<file path="src/rtl/ssc_pkg.sv">
package ssc_pkg;
  localparam int BIT_TX   = 0;
  localparam int BIT_RXEN = 1;
  localparam int BIT_RX   = 2;
  localparam int BIT_SLV  = 3;
  typedef enum logic {SEL_CTRL = 1'b0, SEL_DATA = 1'b1} reg_sel_e;
endpackage

</file>
<file path="src/rtl/ssc_clk_eng.sv">
module ssc_clk_eng #(
  parameter int HALF_DIV    = 4,
  parameter int SYNC_STAGES = 2
) (
  input  logic clk,
  input  logic rst,
  input  logic slave,
  input  logic run,
  input  logic sclk_in,
  output logic sclk_out,
  output logic rise,
  output logic fall
);
  localparam int CW = (HALF_DIV > 1) ? $clog2(HALF_DIV) : 1;

  logic [CW-1:0] div_q;
  logic m_clk_q, m_rise_q, m_fall_q;
  logic [SYNC_STAGES:0] sck_sync;
  logic s_rise, s_fall;

  // master clock generator
  always_ff @(posedge clk) begin
    if (rst || !run || slave) begin
      div_q    <= '0;
      m_clk_q  <= 1'b1;
      m_rise_q <= 1'b0;
      m_fall_q <= 1'b0;
    end else begin
      m_rise_q <= 1'b0;
      m_fall_q <= 1'b0;
      if (div_q == CW'(HALF_DIV - 1)) begin
        div_q    <= '0;
        m_clk_q  <= ~m_clk_q;
        m_rise_q <= ~m_clk_q;
        m_fall_q <= m_clk_q;
      end else begin
        div_q <= div_q + 1'b1;
      end
    end
  end

  // slave clock synchronizer and edge detect
  always_ff @(posedge clk) begin
    if (rst) sck_sync <= '1;
    else     sck_sync <= {sck_sync[SYNC_STAGES-1:0], sclk_in};
  end

  assign s_rise   = sck_sync[SYNC_STAGES-1] & ~sck_sync[SYNC_STAGES];
  assign s_fall   = ~sck_sync[SYNC_STAGES-1] & sck_sync[SYNC_STAGES];
  assign sclk_out = m_clk_q;
  assign rise     = slave ? (s_rise & run) : m_rise_q;
  assign fall     = slave ? (s_fall & run) : m_fall_q;

  p_idle_high_r6: assert property (@(posedge clk) disable iff (rst)
    !run |=> sclk_out);
  p_slave_quiet_r7: assert property (@(posedge clk) disable iff (rst)
    slave |=> sclk_out);
endmodule

</file>
<file path="src/rtl/ssc_shift_core.sv">
module ssc_shift_core #(
  parameter int DATA_W      = 8,
  parameter int SYNC_STAGES = 2
) (
  input  logic              clk,
  input  logic              rst,
  input  logic              load,
  input  logic [DATA_W-1:0] load_val,
  input  logic              active,
  input  logic              rise,
  input  logic              fall,
  input  logic              sin,
  output logic [DATA_W-1:0] shreg,
  output logic              sout,
  output logic              last
);
  localparam int CNT_W = (DATA_W > 1) ? $clog2(DATA_W) : 1;

  logic [CNT_W-1:0] bit_q;
  logic             sout_q;
  logic             sin_s;

  generate
    if (SYNC_STAGES < 2) begin : g_sync1
      logic sin_q;
      always_ff @(posedge clk) begin
        if (rst) sin_q <= 1'b0;
        else     sin_q <= sin;
      end
      assign sin_s = sin_q;
    end else begin : g_syncn
      logic [SYNC_STAGES-1:0] sin_q;
      always_ff @(posedge clk) begin
        if (rst) sin_q <= '0;
        else     sin_q <= {sin_q[SYNC_STAGES-2:0], sin};
      end
      assign sin_s = sin_q[SYNC_STAGES-1];
    end
  endgenerate

  assign last = active & rise & (bit_q == CNT_W'(DATA_W - 1));

  always_ff @(posedge clk) begin
    if (rst) begin
      shreg  <= '0;
      bit_q  <= '0;
      sout_q <= 1'b0;
    end else if (!active) begin
      bit_q  <= '0;
      sout_q <= shreg[0];
      if (load) shreg <= load_val;
    end else begin
      if (rise) begin
        shreg <= {sin_s, shreg[DATA_W-1:1]};
        bit_q <= bit_q + 1'b1;
      end
      if (fall) sout_q <= shreg[0];
    end
  end

  assign sout = sout_q;

  p_hold_idle_r9: assert property (@(posedge clk) disable iff (rst)
    (!active && !load) |=> $stable(shreg));
endmodule

</file>
<file path="src/rtl/ssc_ctrl.sv">
module ssc_ctrl
  import ssc_pkg::*;
#(
  parameter int DATA_W = 8
) (
  input  logic              clk,
  input  logic              rst,
  input  logic              wr_en,
  input  logic              wr_sel,
  input  logic [DATA_W-1:0] wr_data,
  input  logic              rd_sel,
  input  logic              last,
  input  logic [DATA_W-1:0] shreg,
  output logic              load,
  output logic              active,
  output logic              slave,
  output logic              rdy_n,
  output logic              tx_irq,
  output logic              rx_irq,
  output logic [DATA_W-1:0] rd_data
);
  logic tx_busy, rx_busy, rx_en;
  logic ctrl_wr, tx_start, rx_start, rx_stop;
  logic [DATA_W-1:0] ctrl_view;

  assign active   = tx_busy | rx_busy;
  assign ctrl_wr  = wr_en && (wr_sel == SEL_CTRL);
  assign load     = wr_en && (wr_sel == SEL_DATA) && !active;
  assign tx_start = ctrl_wr && wr_data[BIT_TX] && !active;
  assign rx_start = ctrl_wr && wr_data[BIT_RX] && wr_data[BIT_RXEN] && !active;
  assign rx_stop  = ctrl_wr && !wr_data[BIT_RXEN];

  always_ff @(posedge clk) begin
    if (rst) begin
      tx_busy <= 1'b0;
      rx_busy <= 1'b0;
      rx_en   <= 1'b0;
      slave   <= 1'b0;
      rdy_n   <= 1'b1;
      tx_irq  <= 1'b0;
      rx_irq  <= 1'b0;
    end else begin
      tx_irq <= last & tx_busy;
      rx_irq <= last & rx_busy & !rx_stop;
      if (ctrl_wr) rx_en <= wr_data[BIT_RXEN];
      if (ctrl_wr && !active) slave <= wr_data[BIT_SLV];
      if (tx_start)  tx_busy <= 1'b1;
      else if (last) tx_busy <= 1'b0;
      if (rx_start) begin
        rx_busy <= 1'b1;
        rdy_n   <= !wr_data[BIT_SLV];
      end else if (last || rx_stop) begin
        rx_busy <= 1'b0;
        rdy_n   <= 1'b1;
      end
    end
  end

  always_comb begin
    ctrl_view          = '0;
    ctrl_view[BIT_TX]   = tx_busy;
    ctrl_view[BIT_RXEN] = rx_en;
    ctrl_view[BIT_RX]   = rx_busy;
    ctrl_view[BIT_SLV]  = slave;
  end

  always_ff @(posedge clk) begin
    if (rst) rd_data <= '0;
    else     rd_data <= (rd_sel == SEL_DATA) ? shreg : ctrl_view;
  end

  p_txirq_r8: assert property (@(posedge clk) disable iff (rst)
    tx_irq |-> (!tx_busy && $past(tx_busy)));
  p_rxirq_r8: assert property (@(posedge clk) disable iff (rst)
    rx_irq |-> (!rx_busy && $past(rx_busy)));
  p_rx_needs_en_r4: assert property (@(posedge clk) disable iff (rst)
    rx_busy |-> rx_en);
  p_ready_slave_r5: assert property (@(posedge clk) disable iff (rst)
    !rdy_n |-> (slave && rx_busy));
endmodule

</file>
<file path="src/rtl/ssc_channel.sv">
module ssc_channel #(
  parameter int DATA_W      = 8,
  parameter int HALF_DIV    = 4,
  parameter int SYNC_STAGES = 2
) (
  input  logic              clk,
  input  logic              rst,
  input  logic              wr_en,
  input  logic              wr_sel,
  input  logic [DATA_W-1:0] wr_data,
  input  logic              rd_sel,
  output logic [DATA_W-1:0] rd_data,
  output logic              sclk_o,
  input  logic              sclk_i,
  output logic              sout,
  input  logic              sin,
  output logic              rdy_n,
  output logic              tx_irq,
  output logic              rx_irq
);
  logic              load, active, slave, rise, fall, last;
  logic [DATA_W-1:0] shreg;

  ssc_ctrl #(.DATA_W(DATA_W)) u_ctrl (
    .clk(clk), .rst(rst), .wr_en(wr_en), .wr_sel(wr_sel), .wr_data(wr_data),
    .rd_sel(rd_sel), .last(last), .shreg(shreg), .load(load), .active(active),
    .slave(slave), .rdy_n(rdy_n), .tx_irq(tx_irq), .rx_irq(rx_irq),
    .rd_data(rd_data)
  );

  ssc_clk_eng #(.HALF_DIV(HALF_DIV), .SYNC_STAGES(SYNC_STAGES)) u_clk (
    .clk(clk), .rst(rst), .slave(slave), .run(active), .sclk_in(sclk_i),
    .sclk_out(sclk_o), .rise(rise), .fall(fall)
  );

  ssc_shift_core #(.DATA_W(DATA_W), .SYNC_STAGES(SYNC_STAGES)) u_core (
    .clk(clk), .rst(rst), .load(load), .load_val(wr_data), .active(active),
    .rise(rise), .fall(fall), .sin(sin), .shreg(shreg), .sout(sout),
    .last(last)
  );
endmodule

</file>
<file path="config.mk">
export PLATFORM = sky130hd
export DESIGN_NAME = ssc_channel
export DESIGN_NICKNAME = d
export VERILOG_FILES = /design/src/rtl/ssc_pkg.sv /design/src/rtl/ssc_clk_eng.sv /design/src/rtl/ssc_shift_core.sv /design/src/rtl/ssc_ctrl.sv /design/src/rtl/ssc_channel.sv
export SDC_FILE = /design/constraint.sdc
export NUM_CORES = 1
export LEC_CHECK = 0
export ABC_AREA = 1
export BUFFER_PORTS_ARGS = -buffer_cell sky130_fd_sc_hd__buf_2
export CORE_AREA = 4 4 60 62
export DETAILED_ROUTE_END_ITERATION = 10
export DIE_AREA = 0 0 64 66
export PLACE_DENSITY = 0.76
export REMOVE_ABC_BUFFERS = 1
export SLEW_MARGIN = 0
export SYNTH_ARGS = -nofsm -noshare
export SYNTH_HDL_FRONTEND = slang
export SYNTH_SLANG_ARGS = --single-unit
</file>
<file path="constraint.sdc">
create_clock -name clk -period 1.7 [get_ports clk]
set_clock_uncertainty 0.2 [all_clocks]
set_input_delay 0.255 -clock clk [delete_from_list [all_inputs] [get_ports clk]]
set_output_delay 0.255 -clock clk [all_outputs]
set_load 0.01 [all_outputs]
</file>
Word-level counts from Yosys, hierarchy flattened
Cells that the tools add are included.
Cells by class
  $mul: 0
  bitwise operators: 17
  equal/unequal tests: 4
  add/sub/neg operators: 2
  divide/modulo/power cells: 0
  multiplexer cells: 14
  reductions and logical operators: 25
  magnitude comparators: 0
  shifts and indexed selects: 0
Operator list (count)
  $mux W8: 3
  $logic_and A1 B1 Y1: 10
  $mux W1: 10
  $and A1 B1 Y1: 9
  $reduce_or A2 Y1: 4
  $not A1 Y1: 7
  $reduce_bool A2 Y1: 3
  $logic_not A1 Y1: 4
  $mux W4: 1
  $add A3 B1 Y3 const B: 1
  $eq A3 B3 Y1 const B: 1
  $logic_or A1 B1 Y1: 3
  $add A2 B1 Y2 const B: 1
  $eq A2 B2 Y1 const B: 1
  $ne A2 B1 Y1 const B: 1
  $ne A2 B2 Y1 const B: 1
  $reduce_and A2 Y1: 1
  $or A1 B1 Y1: 1
Word-level totals
  register bits after elaboration: 37
  memories kept: 0
  memory bits (writable): 0
  bits of input ports: 15
  bits in read-only memories: 0
  output and inout port bits: 13
  word-level logic and storage cells: 80
  latch bits: 0

Depth between registers and ports, before layout
Gate-level depths: netlist of the first run.
  word-level depth: 9
  gate-level depth with buffers: 8
  depth with buffers taken out: 8

Cells and area by module
A second synthesis of the first run with hierarchy kept.
Unflattened totals
  cells, all modules: 217
  area total of the unflattened synthesis: 1559.0 um^2
By module, submodules not included
  ssc_shift_core: area an instance 710.7 um^2, times used 1, sequential area each 280.3 um^2, cells each 109
  ssc_ctrl: area an instance 554.3 um^2, times used 1, sequential area each 300.3 um^2, cells each 71
  ssc_clk_eng: area an instance 294.0 um^2, times used 1, sequential area each 160.2 um^2, cells each 37

Worst setup path after synthesis of the first run
OpenSTA, ideal clock, no wires.
  path type: reg-to-reg
  from: register u_ctrl.slave
  to: register u_core.shreg[1]
  data required time: 1.385 ns
  setup slack: 0.318 ns
  arrival: 1.067 ns
  cell stages (with the launch flop): 9
  library setup time: 0.115 ns
  cell sequence: dfxtp_1 -> inv_2 -> nand2_4 -> inv_4 -> o21ai_4 -> buf_6 -> nand3_1 -> nand2_1 -> nor2_1
On the way
  cells in the longest elaborated chain, start to end: 3
Ends and longest elaborated chain
  start: declaration: RTL line ssc_ctrl.sv:16  | output logic slave,
  start signal: assignment: RTL line ssc_ctrl.sv:46  | if (ctrl_wr && !active) slave <= wr_data[BIT_SLV];
  $mux W1: RTL line ssc_clk_eng.sv:51  | assign rise = slave ? (s_rise & run) : m_rise_q;
  $ne A2 B1 Y1 (no line)
  $reduce_and A2 Y1 (no line)
  end signal: assignment: RTL line ssc_shift_core.sv:51  | if (load) shreg <= load_val;
  end signal: assignment: RTL line ssc_shift_core.sv:54  | shreg <= {sin_s, shreg[DATA_W-1:1]};
  end: declaration: RTL line ssc_shift_core.sv:13  | output logic [DATA_W-1:0] shreg,
Every way passes these cells.
A chain may end at the register's enable or synchronous reset.

==> results of run 1 <==
cells in the final DEF, fill, tap and decap left out, types with 3 or more instances in the layout:
cell type	n
o21ai_0	12
nand3_1	18
nor2_2	3
inv_1	25
buf_2	27
clkbuf_1	3
dlygate4sd3_1	7
clkbuf_4	5
a21oi_1	17
nand2_1	35
nor2_1	27
ha_1	3
dfxtp_1	37
flip-flops by register name, indices dropped and copies added (netlist names):
register / flops
u_ctrl.rd_data: 8
u_ctrl.rdy_n: 1
u_core.sout: 1
u_core.bit_q: 3
u_ctrl.tx_busy: 1
u_clk.sclk_out: 1
u_core.g_syncn.sin_q: 2
u_ctrl.slave: 1
u_ctrl.tx_irq: 1
u_core.shreg: 8
u_clk.div_q: 2
u_ctrl.rx_irq: 1
u_clk.m_fall_q: 1
u_ctrl.rx_en: 1
u_clk.m_rise_q: 1
u_clk.sck_sync: 3
u_ctrl.rx_busy: 1
worst max-delay path, cell delays in order:
cell,delay [ns]
dlygate4sd3_1,0.53
buf_2,0.18
inv_1,0.08
buf_4,0.20
nand2_1,0.18
a22oi_1,0.20
cell usage after synthesis (all sizes together):
master and count:
or2 2, a22oi 2, nand3 19, nor3 1
nor2 31, dfxtp 37, clkbuf 1, a21oi 17
inv 28, ha 3, nand2 36, buf 4
o31ai 1, o21ai 13
logic make-up after synthesis:
logic type / synth area share, %
AO/OA/AOI/OAI: 12.35
buffers and inverters: 9.412
AND/OR/NAND/NOR: 25.97
adder cells (fa/ha/maj): 2.521
flip-flops: 49.75
worst paths after layout:
| path | slack (ns) | endpoint |
|---|---|---|
| hold / removal | 0.02 | u_ctrl.slave |
| setup reg to reg | 0.20 | u_core.shreg[5] |
| hold reg to reg | 0.22 | u_core.g_syncn.sin_q[1] |
| setup / recovery | 0.14 | u_ctrl.rd_data[2] |
where the power goes:
group | leakage (nW) | internal (W) | switching, W | total (W)
Clock | 0.0265 | 0.000165 | 0.000266 | 0.000431
Sequential | 0.302 | 0.000903 | 0.0000141 | 0.000917
Combinational | 0.536 | 0.0000756 | 0.000110 | 0.000186
Total | 0.865 | 0.00114 | 0.000390 | 0.00153
final cells by class:
class | count | area share [%]
multi-input combinational | 125 | 33.96
inverter | 28 | 5.960
sequential | 37 | 41.03
tap | 44 | 3.049
clock buffer | 8 | 2.703
timing repair buffer | 37 | 13.31
timing repair:
item                                    CTS  global route
resized for setup                         0             2
endpoints found under the hold margin    10             0
hold buffers                              7             0
buffers inserted                          0             1
endpoints found under the setup margin    0             5
routing by layer:
layer,global-route usage (%),vias up,part of all wire (%)
met2,26.19,46,47
met5,0,-,0
met1,18.31,579,45
met4,8.086,0,1.5
met3,4.762,5,6.9
li1,-,693,-
per-stage QoR:
step,util [%],std cells,power (W),TNS (ns)
6_report,59.63,279,0.001533,0
5_1_grt,59.63,279,0.001620,-0.005463
4_1_cts,58.80,278,0.001546,0
3_5_place_dp,54.88,263,0.001106,0
3_3_place_gp,54.88,263,0.001104,0
2_1_floorplan,-,190,0.001043,0
==> results.cfg, run 1 <==
[outcome]
outcome = complete, no violations

[clock_tree]
cts_root_buffer = clkbuf_4
clk_pin_slew_worst_paths_ns = 0.10
cts_buffers = 5
clock_latency_ns = 0.33
cts_sinks = 37
clockBufferDepth = 2
cts_tree = yes
htreeDepth = 2

[floorplanning]
coreArea_um2 = 3028
die_area_um2 = 4224
pin_count = 28
num_rows = 20
die_h_um = 66
initial_core_util_pct = 49.17
dieWidth_um = 64

[layout]
stdcell_area_um2 = 1805
nets = 252
fillCellCount = 283
seq_area_um2 = 740.7
antenna_cells = 0
syn2layout_area_growth_pct = 21.26
drive_gt1_share_pct = 20.00
multi_input_area_um2 = 613.1

[route]
viasPerCell = 4.742
antenna_left = 0
drc_errors = 0
route.vias.total = 1323
wl_um = 2990
drt_iter0_drc = 81
wl_per_cell_um = 10.72
first_pass_iters = 4

[hold_path]
worstHoldPathCells = 3
worstHoldPathType = input pin to flip-flop
hp-start = wr_data[3]

[setup_path]
arrival_ns = 1.62
r2r_cells = 8
required_ns = 1.76
startpoint_type = input pin
end_kind = flip-flop
critPathLaunch = rst
rr_startpoint = u_ctrl.slave
crit_type = input pin to flip-flop
critPathMaxFanout = 16

[sta]
layout_setup_ws_ns = 0.1404
period_share_pct = 91.74
slew_headroom_pct = 79.52
finalSetupViolations = 0
drv_slew = 0
max_freq_mhz = 641.2
final_hold_viol_count = 0
holdWs_ns = 0.01726
period_needed_ns = 1.560
worstMarginPinSlew_ns = 0.3068

[grt]
gr-total-overflow = 0
grt_first_pass_wirelength_um = 5202
grt_max_degree = 17
grt_usage_pct = 15.79
grt_pass1_vias = 1230
antenna_found_initial = 0

[yosys]
ys_seq_area_share_pct = 49.75
syn_avg_cell_area_um2 = 7.636
synth_warnings = 0
ys_types = 23
synthCells = 195
yosysTopAreaCell = dfxtp_1
ys_ff_latch = 37
yosys-top-cells-area = dfxtp_1 (50%), nand2_1 (8.8%), nor2_1 (7.3%)
syn-cell-area_um2 = 1489
synth_top_area_share_pct = 49.75

[pwr]
powerDensity_nw_per_um2 = 849.2
p_leak_nw = 0.8653
irDropWorstVdd_v = 0.0005750

[placement]
gp_congestion = 0.7598
place_area_um2 = 1662
io_buffers = 27
dp_hpwl_um = 2038
place_ws_ns = 0.1405

[job]
cap_violations = 0
Power figures use the tool's default switching activity.
==> inputs of run 2 (changes only) <==
--- a/config.mk
+++ b/config.mk
@@ -10,6 +10,7 @@
 export CORE_AREA = 4 4 60 62
 export DETAILED_ROUTE_END_ITERATION = 10
 export DIE_AREA = 0 0 64 66
+export MAX_ROUTING_LAYER = met4
 export PLACE_DENSITY = 0.76
 export REMOVE_ABC_BUFFERS = 1
 export SLEW_MARGIN = 0
==> run 2 against run 1 <==
Net effect:
- critical path depth stayed put
- critical endpoint unchanged
- global-route usage increased by 0.42 points
- fmax increased by 0.31%
- register-to-register slack hardly changed
- hold slack improved by 0.0018 ns
- routed wire length is 0.77% lower
- via count is 0.91% higher
- non-clock buffer count stayed put
==> results.cfg, run 2 (synthesis gave the netlist of run 1 again) <==
[clock_tree]
htreeDepth = 2
cts_sinks = 37
cts_tree = yes
clock_latency_ns = 0.33
cts_root_buffer = clkbuf_4
clockBufferDepth = 2
clk_pin_slew_worst_paths_ns = 0.10
cts_buffers = 5

[layout]
final_common_cell = dfxtp_1
stdcell_area_um2 = 1805
nets = 252
antenna_cells = 0
fin_util_pct = 59.63
syn2layout_area_growth_pct = 21.26
reg_top3 = u_core.shreg x8, u_ctrl.rd_data x8
drive_gt1_share_pct = 20.00
layout_common_cells = dfxtp_1 (37), nand2_1 (35), nor2_1 (27), buf_2 (27), inv_1 (25)

[grt]
gr-total-overflow = 0
grt_usage_pct = 16.21
grt_first_pass_wirelength_um = 5202
grt_pass1_vias = 1228
antenna_found_initial = 0
grt_max_degree = 17

[setup_path]
arrival_ns = 1.62
critPathLaunch = rst
cp_slowest_cell = dlygate4sd3_1
startpoint_type = input pin
crit_type = input pin to flip-flop
required_ns = 1.76
critPathMaxFanout = 16
cp_cell_sequence = dlygate4sd3_1 > buf_2 > inv_1 > buf_4 > nand2_1 > a22oi_1
end_kind = flip-flop
max_stage_delay_ns = 0.53
rr_startpoint = u_ctrl.slave

[floorplanning]
num_rows = 20
initial_core_util_pct = 49.17
die_h_um = 66
coreArea_um2 = 3028
dieWidth_um = 64
pin_count = 28
die_area_um2 = 4224

[pwr]
sw_frac_of_total_pct = 25.44
intPower_w = 0.001143
p_leak_nw = 0.8653
power_frac_seq_pct = 59.8
clockPowerShare_pct = 28.1
combPwrFrac_pct = 12.1
switching_power_w = 0.0003901
irDropWorstVdd_v = 0.0005749
powerDensity_nw_per_um2 = 849.3

[sta]
period_share_pct = 91.46
worstMarginPinSlew_ns = 0.3064
finalSetupViolations = 0
final_hold_viol_count = 0
slew_headroom_pct = 79.55
period_needed_ns = 1.555
max_freq_mhz = 643.2
drv_slew = 0

[placement]
dp_hpwl_um = 2038
place_area_um2 = 1662
gp_congestion = 0.7698
io_buffers = 27

[hold_path]
worstHoldPathType = input pin to flip-flop
hp-start = wr_data[3]

[route]
first_pass_iters = 4
route.vias.total = 1335
wl_um = 2967
drc_errors = 0
antenna_left = 0
wl_per_cell_um = 10.63
drt_iter0_drc = 83
viasPerCell = 4.785

[outcome]
outcome = complete, no violations

[job]
cap_violations = 0
## run 2: layout make-up
cell class | count | area (um2)
clock buffers | 8 | 48.80
fillers | 283 | 1222
inverters | 28 | 107.6
multi-input cells | 125 | 613.1
flip-flops and latches | 37 | 740.7
well taps | 44 | 55.05
repair buffers | 37 | 240.2
## run 2: power groups by stage
stage	combinational [W]	clock [W]	sequential [W]
after floorplan	0.000103	0	0.000940
after global placement	0.000168	0	0.000936
after detailed placement	0.000169	0	0.000937
after CTS	0.000182	0.000446	0.000917
after global routing	0.000213	0.000484	0.000922
final	0.000185	0.000431	0.000917
## run 2: worst max-delay path, delay by kind of cell
| kind | cells | cell delay [ns] |
|---|---|---|
| AND/OR/NAND/NOR | 1 | 0.18 |
| AO/OA/AOI/OAI | 1 | 0.20 |
| buffers and inverters | 4 | 0.98 |
## run 2: final timing paths
path	endpoint	slack, ns	cells after the start
min reg2reg	u_core.g_syncn.sin_q[1]	0.22	2
max reg2reg	u_core.shreg[5]	0.20	8
max	u_ctrl.rd_data[2]	0.15	6
min	u_ctrl.slave	0.02	3
## run 2: timing repair
action,CTS,global route
setup buffers,0,1
hold buffers,7,0
setup endpoints to repair,0,5
hold endpoints to repair,10,0
resized for setup,0,2
## run 2: through the flow
step	cells	setup WS (ns)	setup TNS, ns	power, W	hold WS (ns)
6_report	279	0.1453	0	0.001533	0.01902
5_1_grt	279	-0.005465	-0.005465	0.001620	0.01715
4_1_cts	278	0.1156	0	0.001546	0.002182
3_5_place_dp	263	0.1405	0	0.001106	0.2004
3_3_place_gp	263	0.2163	0	0.001104	0.1907
2_1_floorplan	190	0.2862	0	0.001043	0.1241
## run 2: layer usage
metal  GRT usage (%)  vias up  wire [um]
met5               -        -          0
met4           8.086        0         63
met3           4.762        7        213
met2           26.19       52       1368
met1           18.31      582       1321
li1                -      694          -
==> inputs of run 3 (changes only) <==
--- a/config.mk
+++ b/config.mk
@@ -10,8 +10,10 @@
 export CORE_AREA = 4 4 60 62
 export DETAILED_ROUTE_END_ITERATION = 10
 export DIE_AREA = 0 0 64 66
+export GPL_TIMING_DRIVEN = 1
 export MAX_ROUTING_LAYER = met4
 export PLACE_DENSITY = 0.76
+export RECOVER_POWER = 100
 export REMOVE_ABC_BUFFERS = 1
 export SLEW_MARGIN = 0
 export SYNTH_ARGS = -nofsm -noshare
==> run 3 against run 2 <==
Net effect:
- combinational power barely moved
- setup slack lost 0.023 ns
- non-clock buffer count did not move
- fmax is 1.5% lower
- global-route usage stayed put
- sequential power barely moved
- via count decreased by 1.1%
- register-to-register slack worse by 0.08 ns
- core utilization shrank 0.79 points
- critical path type is now flip-flop to flip-flop
- routed wire length up 0.74%
- die area is the same
- critical path depth up 2
==> results.cfg, run 3 (synthesis gave the netlist of run 1 again) <==
[clock_tree]
cts_buffers = 5
cts_tree = yes
htreeDepth = 2
clk_pin_slew_worst_paths_ns = 0.10
cts_sinks = 37
clockBufferDepth = 2
clock_latency_ns = 0.33
cts_root_buffer = clkbuf_4

[grt]
grt_first_pass_wirelength_um = 5202
grt_max_degree = 17
gr-total-overflow = 0
grt_usage_pct = 16.21
grt_pass1_vias = 1228
antenna_found_initial = 0

[setup_path]
endpoint = u_core.shreg[5]
critPathMaxFanout = 15
arrival_ns = 1.62
startpoint_type = flip-flop
rrSetupSlack_ns = 0.12
rr_startpoint = u_ctrl.slave
worstReg2RegEnd = u_core.shreg[5]
r2r_cells = 8
crit_type = flip-flop to flip-flop
critPathLaunch = u_ctrl.slave
end_kind = flip-flop
required_ns = 1.74

[layout]
final_common_cell = dfxtp_1
layout_common_cells = dfxtp_1 (37), nand2_1 (36), nor2_1 (27)
reg_top3 = u_core.shreg x8, u_ctrl.rd_data x8
drive_gt1_share_pct = 14.04
syn2layout_area_growth_pct = 19.66
nets = 252
antenna_cells = 0

[placement]
place_ws_ns = 0.1405
gp_congestion = 0.7698
io_buffers = 27
dp_hpwl_um = 2038

[sta]
final_hold_viol_count = 0
finalSetupViolations = 0
period_needed_ns = 1.578
period_share_pct = 92.81
drv_slew = 0
fin_tns_setup_ns = 0
max_freq_mhz = 633.8
slew_headroom_pct = 79.65
layout_setup_ws_ns = 0.1222
worstMarginPinSlew_ns = 0.3048

[pwr]
powerDensity_nw_per_um2 = 859.0
irDropWorstVdd_v = 0.0005748
p_leak_nw = 0.8150

[hold_path]
worstHoldPathType = input pin to flip-flop

[job]
cap_violations = 0

[floorplanning]
dieWidth_um = 64
die_h_um = 66
pin_count = 28
initial_core_util_pct = 49.17
num_rows = 20
die_area_um2 = 4224
coreArea_um2 = 3028

[route]
wl_per_cell_um = 10.71
drt_iter0_drc = 78
viasPerCell = 4.731
route.vias.total = 1320
drc_errors = 0
first_pass_iters = 4
wl_um = 2989
antenna_left = 0

[outcome]
outcome = complete, no violations
run 3: cell types whose count changed in the layout (fill, tap and decap cells not counted):
cell      delta
nand2_4      -1
clkbuf_1    +13
buf_2       -13
nand2_1      +1
run 3: critical path, stage by stage, from the launching register on:
cell	delay [ns]
dfxtp_1	0.48
inv_2	0.06
nand2_1	0.20
inv_4	0.05
o21ai_4	0.15
buf_12	0.15
nand3_1	0.06
nand2_1	0.08
nor2_1	0.04
run 3: layout make-up:
class	count	area, um2
inverter	28	107.6
timing repair buffer	37	224.0
tap	44	55.05
fill	291	1246
multi-input combinational	125	605.6
clock buffer	8	48.80
sequential	37	740.7
run 3: per-stage QoR:
| step | utilization [%] | std cells | instance area [um2] | hold WS [ns] | power, W |
|---|---|---|---|---|---|
| floorplan | - | 190 | 1456 | 0.1241 | 0.001043 |
| global placement | 54.88 | 263 | 1662 | 0.1907 | 0.001104 |
| detailed placement | 54.88 | 263 | 1662 | 0.2004 | 0.001106 |
| CTS | 58.80 | 278 | 1780 | 0.002182 | 0.001546 |
| global route | 58.84 | 279 | 1782 | 0.01715 | 0.001617 |
| finish | 58.84 | 279 | 1782 | 0.01766 | 0.001530 |
run 3: timing repair:
| item | 4_1_cts | 5_1_grt |
|---|---|---|
| resized for setup | 0 | 2 |
| buffers inserted | 0 | 1 |
| endpoints found under the setup margin | 0 | 5 |
| hold buffers | 7 | 0 |
| endpoints found under the hold margin | 10 | 0 |
run 3: worst min path at each step:
| stage | startpoint | slack, ns | endpoint | cells after the start |
|---|---|---|---|---|
| final | wr_data[3] | 0.02 | u_ctrl.slave | 3 |
| after global routing | wr_data[3] | 0.02 | u_ctrl.slave | 3 |
| after CTS | wr_data[3] | 0.002 | u_ctrl.slave | 3 |
| after detailed placement | u_core.g_syncn.sin_q[0] | 0.20 | u_core.g_syncn.sin_q[1] | 2 |
| after global placement | u_core.g_syncn.sin_q[0] | 0.19 | u_core.g_syncn.sin_q[1] | 2 |
| after floorplan | rst | 0.12 | u_ctrl.slave | 1 |
run 3: where the power goes:
part	internal (W)	switching (W)
clock	0.000165	0.000266
sequential	0.000903	0.0000144
combinational	0.0000726	0.000109
run 3: metal layers:
layer | global-route usage, % | vias up | wire length (um)
met2 | 26.19 | 43 | 1398
li1 | - | 693 | -
met1 | 18.31 | 579 | 1348
met5 | - | - | 0
met4 | 8.086 | 0 | 45
met3 | 4.762 | 5 | 197
